### src/rtl/bus_steal_arbiter.sv
module bus_steal_arbiter #(
  parameter int LINE_CYCLES = 63,
  parameter int CYC_W       = 6,
  parameter int NUM_SPR     = 8,
  parameter int BAD_FIRST   = 15,
  parameter int BAD_LAST    = 54,
  parameter int SPR_FIRST   = 58,
  parameter int LEAD        = 3
) (
  input  logic               clk,
  input  logic               rst_n,
  input  logic [CYC_W-1:0]   cyc,
  input  logic               bad_line,
  input  logic [NUM_SPR-1:0] spr_next,
  output logic               ba,
  output logic               aec,
  output logic [1:0]         bus_state
);

  localparam logic [1:0] ST_RUN  = 2'd0;
  localparam logic [1:0] ST_PEND = 2'd1;
  localparam logic [1:0] ST_TAKE = 2'd2;

  function automatic int wrap_add(int c, int k);
    return ((c - 1 + k) % LINE_CYCLES) + 1;
  endfunction

  function automatic logic taken(int c, logic bad, logic [NUM_SPR-1:0] m);
    logic hit;
    int   st;
    hit = bad && (c >= BAD_FIRST) && (c <= BAD_LAST);
    for (int s = 0; s < NUM_SPR; s++) begin
      st = wrap_add(SPR_FIRST, 2 * s);
      if (m[s] && ((c == st) || (c == wrap_add(st, 1)))) hit = 1'b1;
    end
    return hit;
  endfunction

  logic steal_now;
  logic demand;
  logic ba_q, aec_q;
  logic [1:0] st_q;

  always_comb begin
    steal_now = taken(int'(cyc), bad_line, spr_next);
    demand    = 1'b0;
    for (int k = 0; k <= LEAD; k++)
      demand = demand | taken(wrap_add(int'(cyc), k), bad_line, spr_next);
  end

  always_ff @(posedge clk or negedge rst_n) begin
    if (!rst_n) begin
      ba_q  <= 1'b1;
      aec_q <= 1'b1;
      st_q  <= ST_RUN;
    end else begin
      ba_q  <= !demand;
      aec_q <= !steal_now;
      st_q  <= steal_now ? ST_TAKE : (demand ? ST_PEND : ST_RUN);
    end
  end

  assign ba        = ba_q;
  assign aec       = aec_q;
  assign bus_state = st_q;

  p_reset_high_r1: assert property (@(posedge clk)
    !rst_n |=> (ba && aec && bus_state == ST_RUN));

  p_aec_under_ba_r5: assert property (@(posedge clk) disable iff (!rst_n)
    !aec |-> !ba);

  p_bad_window_r3: assert property (@(posedge clk) disable iff (!rst_n)
    (bad_line && cyc >= CYC_W'(BAD_FIRST) && cyc <= CYC_W'(BAD_LAST)) |=> !aec);

  p_early_free_r6: assert property (@(posedge clk) disable iff (!rst_n)
    (spr_next == '0 && cyc >= CYC_W'(1) && cyc <= CYC_W'(BAD_FIRST - LEAD - 1)) |=> ba);

  p_idle_r7: assert property (@(posedge clk) disable iff (!rst_n)
    (!bad_line && spr_next == '0) |=> (ba && aec));

  p_state_code_r8: assert property (@(posedge clk) disable iff (!rst_n)
    (bus_state != 2'd3) && ((bus_state == ST_TAKE) == !aec) && ((bus_state == ST_RUN) == ba));

endmodule

### config.mk
export PLATFORM = sky130hd
export DESIGN_NAME = bus_steal_arbiter
export DESIGN_NICKNAME = d
export VERILOG_FILES = /design/src/rtl/bus_steal_arbiter.sv
export SDC_FILE = /design/constraint.sdc
export NUM_CORES = 1
export LEC_CHECK = 0
export BUFFER_PORTS_ARGS = -buffer_cell sky130_fd_sc_hd__buf_2
export CORE_ASPECT_RATIO = 1.2
export CORE_MARGIN = 4
export CORE_UTILIZATION = 40
export CTS_CLUSTER_SIZE = 8
export DETAILED_ROUTE_END_ITERATION = 6
export SLEW_MARGIN = 10
export SYNTH_ARGS = -nofsm -noshare
export SYNTH_HDL_FRONTEND = slang
export SYNTH_SLANG_ARGS = --single-unit
### constraint.sdc
create_clock -name clk -period 0.8 [get_ports clk]
set_input_delay 0.08 -clock clk [delete_from_list [all_inputs] [get_ports clk]]
set_output_delay 0.08 -clock clk [all_outputs]
set_load 0.05 [all_outputs]
# Word level (Yosys, flattened, before mapping)
# Cells that the tools add are included.
op_classes:
  bitwise: 3
  n_reduce_logical: 92
  n_eq_ne: 80
  magnitude_cmp: 10
  add_sub_neg: 8
  shift: 0
  mul: 0
  n_div: 4
  muxes: 42
op_table:
  columns: ["op", "count"]
  rows:
  - ["$eq A32 B7 Y1 const B", 24]
  - ["$eq A32 B4 Y1 const B", 16]
  - ["$eq A32 B5 Y1 const B", 12]
  - ["$eq A32 B3 Y1 const B", 8]
  - ["$add A32 B2 Y32 const B", 4]
  - ["$eq A32 B2 Y1 const B", 4]
  - ["$ge A32 B5 Y1 const B", 4]
  - ["$le A32 B7 Y1 const B", 4]
  - ["$mod A32 B7 Y32 const B", 4]
  - ["$logic_and A1 B1 Y1", 50]
  - ["$mux W1", 41]
  - ["$logic_or A1 B1 Y1", 40]
  - ["$eq A6 B4 Y1 const B", 6]
  - ["$eq A6 B3 Y1 const B", 4]
  - ["$eq A6 B5 Y1 const B", 3]
  - ["$add A7 B3 Y8 const B", 2]
  - ["$eq A6 B2 Y1 const B", 2]
  - ["$add A7 B2 Y8 const B", 1]
  - ["$sub A6 B1 Y7 const B", 1]
  - ["$eq A6 B1 Y1 const B", 1]
  - ["$ge A6 B4 Y1 const B", 1]
  - ["$le A6 B6 Y1 const B", 1]
  - ["$or A1 B1 Y1", 3]
  - ["$logic_not A1 Y1", 2]
  - ["$mux W2", 1]
word_totals:
  n_memories: 0
  in_bits: 17
  ram_bits: 0
  regBits: 4
  mem_bits_ro: 0
  latchBits: 0
  elab_cells: 242

# Logic depth before layout (Yosys ltp)
# Gate-level depths: netlist of the first run.
depth:
  ltp_word: 20
  mapped_depth: 35
  ltp_nobuf: 29

# Worst setup path before layout of the first run
# Ideal clock, no wire load.
synth_timing:
  path_kind: "input to register"
  start: "input port cyc[0]"
  end: "register st_q[0], in the netlist bus_state[0]"
  arrival_time_ns: 7.313
  cell_stages: 35
  path_slack_ns: -6.642
  n_path_buf: 6
  cell_sequence: "buf_2 buf_2 buf_1 clkbuf_1 inv_1 ha_1 buf_2 clkbuf_1 xor2_1 ha_1 inv_1 nand2_1 o211ai_2 a31oi_1 ha_1 o211ai_1 mux2_2 a211oi_2 nor2_1 xnor2_1 ha_1 xor2_1 nand3_1 a31oi_1 xnor2_1 or2_2 o31ai_1 nor2_2 xnor2_1 mux2_2 a221oi_1 a211oi_1 or4_1 a221oi_2 nor2_2"
synth_between:
  elab_chain_cells: 20
  elab_cells_between_ends: 237
  cone_classes: "add/sub (8); div (4); order compare (10); eq/ne (80); mux (42); bitwise (3); reduce/logical (90)"
synth_lines:
  columns: ["item", "line_no", "rtl"]
  rows:
  - ["from (decl)", "12", "input logic [CYC_W-1:0] cyc,"]
  - ["$sub A6 B1 Y7", "25", "return ((c - 1 + k) % LINE_CYCLES) + 1;"]
  - ["$add A7 B2 Y8", "25", null]
  - ["$mod A32 B7 Y32", "25", null]
  - ["$add A32 B2 Y32", "25", null]
  - ["$ge A32 B5 Y1 or $eq A32 B7 Y1 (tied branches)", "31, 34", null]
  - ["$logic_and A1 B1 Y1 or $logic_or A1 B1 Y1 (tied branches)", "31, 34", null]
  - ["$logic_and A1 B1 Y1 (on tied branches)", "31, 34", null]
  - ["$mux W1 (8 in a row)", "34", "if (m[s] && ((c == st) || (c == wrap_add(st, 1)))) hit = 1'b1;"]
  - ["$or A1 B1 Y1 (3 in a row)", "48", "demand = demand | taken(wrap_add(int'(cyc), k), bad_line, spr_next);"]
  - ["$mux W1", "59", "st_q <= steal_now ? ST_TAKE : (demand ? ST_PEND : ST_RUN);"]
  - ["$mux W2 (*)", "59", null]
  - ["to (signal assigned)", "59", null]
  - ["to (decl)", "42", "logic [1:0] st_q;"]
# Every way passes the cells marked *; elsewhere a longest branch is shown, timed or not.

# Final worst setup path of the first run
layout_timing:
  start: "input port cyc[1]"
  end: "register st_q[0], in the netlist bus_state[0]"
# The elaborated chain is that of the path after synthesis.

==> results.md, run 1 <==
- Slowest-stage cell, CP: a2111oi_4
- Synthesized area: ~5000 um2
- Worst Tran Pin Value: between 700 and 800 ps
- CP required: 910 ps
- Final Instance Area: between 8000 and 9000 um2
- Worst EP arrival: about 5400 ps
- Violated checks: negative setup slack
- Placed cell count: between 1000 and 1500
- GRT Util Overall: 0.297
- WL final: 21800 um
- Power Internal: 4.37 mW
- Sequential-to-total area share from yosys stat: 0.0208
- Num ports: 21
- Dominant cells by area after synthesis: ha_1, xnor2_1, nor2_1
- Syn_area_per_cell: 6.88 um2
- Main synth FF type: dfstp_2
- Critical path endpoint category: register
- Unique cell type count in the Yosys netlist: between 100 and 150
- Worst setup path endpoint: bus_state[0]$_DFF_PN0_
- Switching Power: ~3.7 mW
- Largest net degree at the start of global routing: 22
- Nets: approximately 1100
- Max Slew Vio Count: 0
- Via count: roughly 7000
- Hold crit path type: input pin to asynchronous set/reset pin
- CTS Sinks: 4
- Layout cell share with drive strength beyond 1: 0.463
- TritonCTS buffer count: 3
- Total Power: approximately 8.1 mW
- Clock power share: 0.103
- Final setup viols: 8
- Most frequent cell on the critical path: buf_4
- IO Port Bufs: 20
- Total core area: 12100 um2
- Area delta synth->final: 66.0%
- Diodes inserted: 0
- Gr ovfl total: 0
- Leak: around 3.6 nW
- Reg clk slew, reported paths: 30 ps
- Drc violations: 0
- Max transition margin: 0.501
- Number of antenna violations at the first check in global routing: 0
- WP buf/inv: 9
- Pre-CTS WS: -4960 ps
- First-pass GRT wire length: roughly 34000 um
- ANT nets after route: 0
- CP max FO: 6
- Cells after Synth: approximately 700
- Die H: around 130 um
- Synthesis Warnings: 0
- Initial Utilization: 0.409
- Finished Layout Cells: between 1000 and 1500
- Ys async rst share: 1.00
- CTS Root Cell: clkbuf_16
- Worst path depth: 30
- Fillers: ~1000
- Final period util: 6.63
- Clk buf depth: 2
- Initial DRC count: between 500 and 600
- VDD IR max: ~1.3 mV
- Max Cap Viol: 0
- Slowest stage delay, CP: between 400 and 500 ps
- Sw frac: 0.459
- Power Dens Cells: approximately 990 nW/um2
- # rows: 44
- Die W: 109 um
- Area of the die: 14200 um2
- Yosys top cell area share: 0.0863
- Vias per cell: ~6
- Post-synth EDFFs: 0
- Syn Nets: around 770
- Outcome: complete, but fails checks
- Cell taking the most area after synthesis: ha_1
- Total negative slack: -11770 ps
- Drt wl/cell: between 15 and 20 um
- Min setup slack post-route: -4500 ps
- Htree depth: 1
- Placed inst area: 7360 um2
- Number of global-route vias before repair: between 6000 and 7000
- Hold Vio Cnt, Final: 0
- Crit path launch: cyc[1]
- Flop pwr share: 0.035
- Placer congestion estimate: about 1.0
- CTS tree: yes
- Family with the most delay on the worst path: compound AO/OA/AOI/OAI gates
- Logic gate share of total power: 0.861
- FF+latch count, synth: 4
- Drt pass-1 iters: 5
- Setup repair after global routing missed its margin: yes
- Worst setup SP type: input pin
- Achievable frequency: roughly 0.19 GHz
- Critical setup path kind: input pin to register
- Final min period: 5300 ps
- Dpl hpwl: 16600 um
[power by group through the flow]
stage	registers, mW	clock network [mW]	logic [mW]
2_1_floorplan	0.412	0	3.41
3_3_place_gp	0.268	0	5.94
3_5_place_dp	0.268	0	6.07
4_1_cts	0.283	0.827	6.48
5_1_grt	0.286	0.847	7.40
6_report	0.286	0.834	6.95
[worst min-delay path by stage]
stage / from / end / slack [ps] / cells past startpoint
3_5_place_dp: rst_n / bus_state[1]$_DFF_PN0_ / -120 / 1
4_1_cts: rst_n / bus_state[1]$_DFF_PN0_ / 190 / 2
5_1_grt: rst_n / bus_state[0]$_DFF_PN0_ / 220 / 2
3_3_place_gp: rst_n / bus_state[1]$_DFF_PN0_ / -120 / 1
6_report: rst_n / bus_state[1]$_DFF_PN0_ / 200 / 2
2_1_floorplan: rst_n / bus_state[0]$_DFF_PN0_ / -220 / 0
[placed cells by master (no fill, tap or decap), types with 10 or more instances in the layout]
cell,count
nand2b_1,10
a21oi_1,31
o21ai_0,39
or3_1,15
xnor2_1,24
ha_1,23
and2_1,11
a31oi_1,10
xnor2_2,10
inv_1,25
o211ai_1,16
nor2_1,64
o21a_1,13
buf_2,15
buf_4,315
nor4_1,12
nand2_1,58
nand3_1,20
nor3_1,24
mux2i_1,20
[flip-flops by register name (all words and copies together) (netlist names)]
| signal | flops |
|---|---|
| aec | 1 |
| ba | 1 |
| bus_state | 2 |
[routing by layer]
metal | track usage | share of wire | routed length [um] | vias to the layer above
met2 | 0.527 | 0.50 | 10800 | 296
li1 | - | - | - | 3313
met5 | 0 | 0 | 0 | -
met3 | 0.0140 | 0.050 | 1080 | 80
met1 | 0.369 | 0.41 | 8830 | 3287
met4 | 0.125 | 0.050 | 1090 | 0
[layout make-up]
class,count,area [um2],area share
multi-input cells,633,4960,0.607
clock buffers,4,78.8,0.00964
flip-flops and latches,4,103,0.0125
inverters,30,128,0.0156
well taps,161,201,0.0246
repair buffers,348,2710,0.331
[Yosys cell counts (all sizes together) (4+ instances only)]
library cell  instances
nor2                 73
nand2                64
o21ai                49
ha                   34
xnor2                34
a21oi                33
nor3                 31
inv                  30
buf                  26
clkbuf               23
nand3                22
mux2i                21
nor4                 18
o211ai               17
or3                  15
o21a                 14
and2                 12
nand2b               11
xor2                 11
a31oi                10
o22ai                10
or2                   9
a211oi                8
mux2                  8
nand4                 8
o31ai                 7
or4                   7
a21boi                5
a221oi                5
a311oi                5
and3                  5
o2111ai               5
a32oi                 4
nand3b                4
nor2b                 4
nor3b                 4
o221ai                4
o311ai                4
[cells by family (layout without fill, tap and decap cells)]
logic type	count (synthesis)	in the layout	share of synthesized area
AO/OA/AOI/OAI	224	224	0.341
XOR/XNOR	46	46	0.0947
AND/OR/NAND/NOR	297	297	0.321
adder cells (fa/ha/maj)	37	37	0.0924
flip-flops	4	4	0.0208
buffers and inverters	79	382	0.0685
multiplexers	29	29	0.0609
[per-stage QoR]
step / hold WS [ps] / util
2_1_floorplan: -216 / -
3_3_place_gp: -115 / 0.611
3_5_place_dp: -115 / 0.611
4_1_cts: 189 / 0.661
5_1_grt: 225 / 0.678
6_report: 203 / 0.678
[timing repair]
action	in CTS	in global routing
resized for setup	58	29
pin swaps	23	12
setup buffers	32	6
setup endpoints to repair	8	8
endpoints found under the hold margin	4	0
cloned	1	0
hold buffers	1	0
(Power assumes the default switching activity.)
==> inputs of run 2 (changes only) <==
- ABC_AREA: not set -> 1
- RECOVER_POWER: not set -> 50
==> run 2 against run 1 <==
Effect of this change: the flow still finishes with violations (negative setup slack); hold slack improved by 4.7 ps; area after synthesis decreased by 19%; synthesized cell count increased by 7.4%; first-iteration DRC count down 70%; setup slack better by 1500 ps; wire length decreased by 35%; clock power decreased by 6.0%; utilization rose by 0.58 points; sequential share of layout area rose by 0.30 points; via count is 20% lower; non-clock buffer count shrank 104; critical endpoint unchanged.
==> results.md, run 2 <==
- Hold Vio Cnt, Final: 0
- Achievable frequency: 0.266 GHz
- Final min period: roughly 3800 ps
- Vias per cell: ~5
- Drt pass-1 iters: 6
- Initial DRC count: between 150 and 200
- GRT Util Overall: 0.228
- Diodes inserted: 0
- Synth top cells by count: nand2_1, nand3_1, inv_1
- Syn_area_per_cell: approximately 5.2 um2
- Critical path endpoint category: register
- Placed cell count: between 1000 and 1500
- Htree depth: 1
- Die W: between 90 and 100 um
- Leak: roughly 3.6 nW
- Unique cell type count in the Yosys netlist: 44
- Family with the most delay on the worst path: simple AND/OR/NAND/NOR gates
- TritonCTS buffer count: 3
- Via count: roughly 5600
- Layout cell share with drive strength beyond 1: 0.432
- Most common cell after layout, fill and taps aside: nand2_1
- Core Util, Final: 0.684
- Violated checks: negative setup slack
- Power Dens Cells: around 930 nW/um2
- Final Instance Area: 6610 um2
- CTS tree: yes
- # rows: 39
- Cell taking the most area after synthesis: nand2_1
- Slowest stage delay, CP: just over 300 ps
- Count leader, synth: nand2_1
- Finished Layout Cells: approximately 1100
- Most frequent cells in the layout: nand2_1, buf_4, nand3_1
- Logic gate share of total power: 0.828
- ANT nets after route: 0
- Synthesis Warnings: 0
- Drc violations: 0
- Syn Nets: about 800
- Power Internal: roughly 3.2 mW
- Number of global-route vias before repair: 5283
- Hold crit path type: input pin to asynchronous set/reset pin
- Num ports: 21
- Main synth FF type: dfstp_2
- Dpl hpwl: around 11000 um
- CP required: ~920 ps
- Switching Power: roughly 3.0 mW
- Setup repair after global routing missed its margin: yes
- Total core area: ~9700 um2
- Area delta synth->final: 64.6%
- Final period util: 4.69
- CTS Root Cell: clkbuf_16
- VDD IR max: approximately 0.76 mV
- Placer congestion estimate: between 0.9 and 1
- Flop pwr share: 0.045
- Largest net degree at the start of global routing: 14
- Synthesized area: approximately 4000 um2
- Number of antenna violations at the first check in global routing: 0
- Nets: about 1100
- WL final: roughly 14000 um
- Worst Tran Pin Value: around 530 ps
- Post-synth EDFFs: 0
- Yosys top cell area share: 0.251
- Placed inst area: between 5000 and 6000 um2
- First-pass GRT wire length: between 20000 and 25000 um
- Slowest-stage cell, CP: ha_2
- Gr ovfl total: 0
- Min setup slack post-route: -2950 ps
- Max transition margin: 0.644
- Sw frac: 0.488
- FF+latch count, synth: 4
- Outcome: complete, but fails checks
- Die H: ~120 um
- Drt wl/cell: roughly 12 um
- Cells after Synth: between 700 and 800
- Most frequent cell on the critical path: nand2_1
- Ys async rst share: 1.00
- Final setup viols: 8
- Clk buf depth: 2
- Sequential-to-total area share from yosys stat: 0.0256
- Max Cap Viol: 0
- Max Slew Vio Count: 0
- Reg clk slew, reported paths: 30 ps
- Area of the die: ~12000 um2
- WP buf/inv: 9
- CP max FO: 5
- Dominant cells by area after synthesis: nand2_1, nand3_1, ha_1
- Largest register FFs: 2
- Worst setup SP type: input pin
- Clock power share: 0.127
- CTS Sinks: 4
- Initial Utilization: 0.416
- Critical setup path kind: input pin to register
- Worst EP arrival: 3870 ps
- IO Port Bufs: 20
run 2: cell types whose count changed after synthesis, moves of 15 or more:
cell	change
inv_1	+69
a21oi_1	-23
nor4_1	-17
clkbuf_1	-21
nand3_1	+100
mux2i_1	-21
xnor2_1	-30
nand2_2	+23
nand2_1	+207
nor3_1	-23
o211ai_1	-15
or3_1	-15
run 2: per-stage QoR:
step / hold slack [ps] / power, mW / setup slack (ps) / setup TNS, ps
after floorplan: -216 / 2.97 / -3030 / -6690
after global placement: -117 / 4.49 / -3190 / -7990
after detailed placement: -112 / 4.59 / -3350 / -8330
after CTS: 184 / 5.75 / -2890 / -7250
after global routing: 240 / 6.76 / -3240 / -8080
final: 208 / 6.18 / -2950 / -7330
run 2: cell families (layout without fill, tap and decap cells):
| family | Yosys count | in the layout | synth area share |
|---|---|---|---|
| DFF | 4 | 4 | 0.0256 |
| AOI/OAI and AO/OA | 58 | 58 | 0.0894 |
| adders and majority gates | 34 | 34 | 0.106 |
| and+or+nand+nor | 543 | 543 | 0.623 |
| xor gates and xnor gates | 12 | 12 | 0.0365 |
| buffers and inverters | 118 | 355 | 0.119 |
run 2: routing by layer:
layer | GRT usage | share of wire
met1 | 0.284 | 0.42
met2 | 0.418 | 0.52
met3 | 0.0148 | 0.035
met4 | 0.0598 | 0.024
met5 | 0 | 0
run 2: worst max-delay path by stage:
stage	start	end	cells past startpoint
after detailed placement	cyc[1]	bus_state[0]$_DFF_PN0_	36
after CTS	cyc[1]	bus_state[0]$_DFF_PN0_	34
final	cyc[1]	bus_state[0]$_DFF_PN0_	37
after global routing	cyc[1]	bus_state[0]$_DFF_PN0_	40
after floorplan	cyc[0]	bus_state[0]$_DFF_PN0_	43
after global placement	cyc[1]	bus_state[0]$_DFF_PN0_	33
run 2: cell type report:
| class | count | area, um2 |
|---|---|---|
| Multi-Input combinational cell | 647 | 3990 |
| Timing Repair Buffer | 244 | 1860 |
| Sequential cell | 4 | 103 |
| Fill cell | 858 | 3050 |
| Clock buffer | 3 | 75.1 |
| Inverter | 108 | 434 |
| Tap cell | 123 | 154 |
run 2: timing repair:
action,CTS,global route
hold buffers,1,0
setup endpoints to repair,8,8
hold endpoints to repair,4,0
gates cloned,0,0
pin swaps,32,59
setup buffers,18,24
resized for setup,59,73
run 2: power groups by stage:
stage                     sequential (mW)  combinational (mW)  clock (mW)
after floorplan                     0.408                2.57           0
after global placement              0.265                4.22           0
after detailed placement            0.265                4.32           0
after CTS                           0.278                4.68       0.793
after global routing                0.281                5.66       0.817
final                               0.279                5.11       0.784
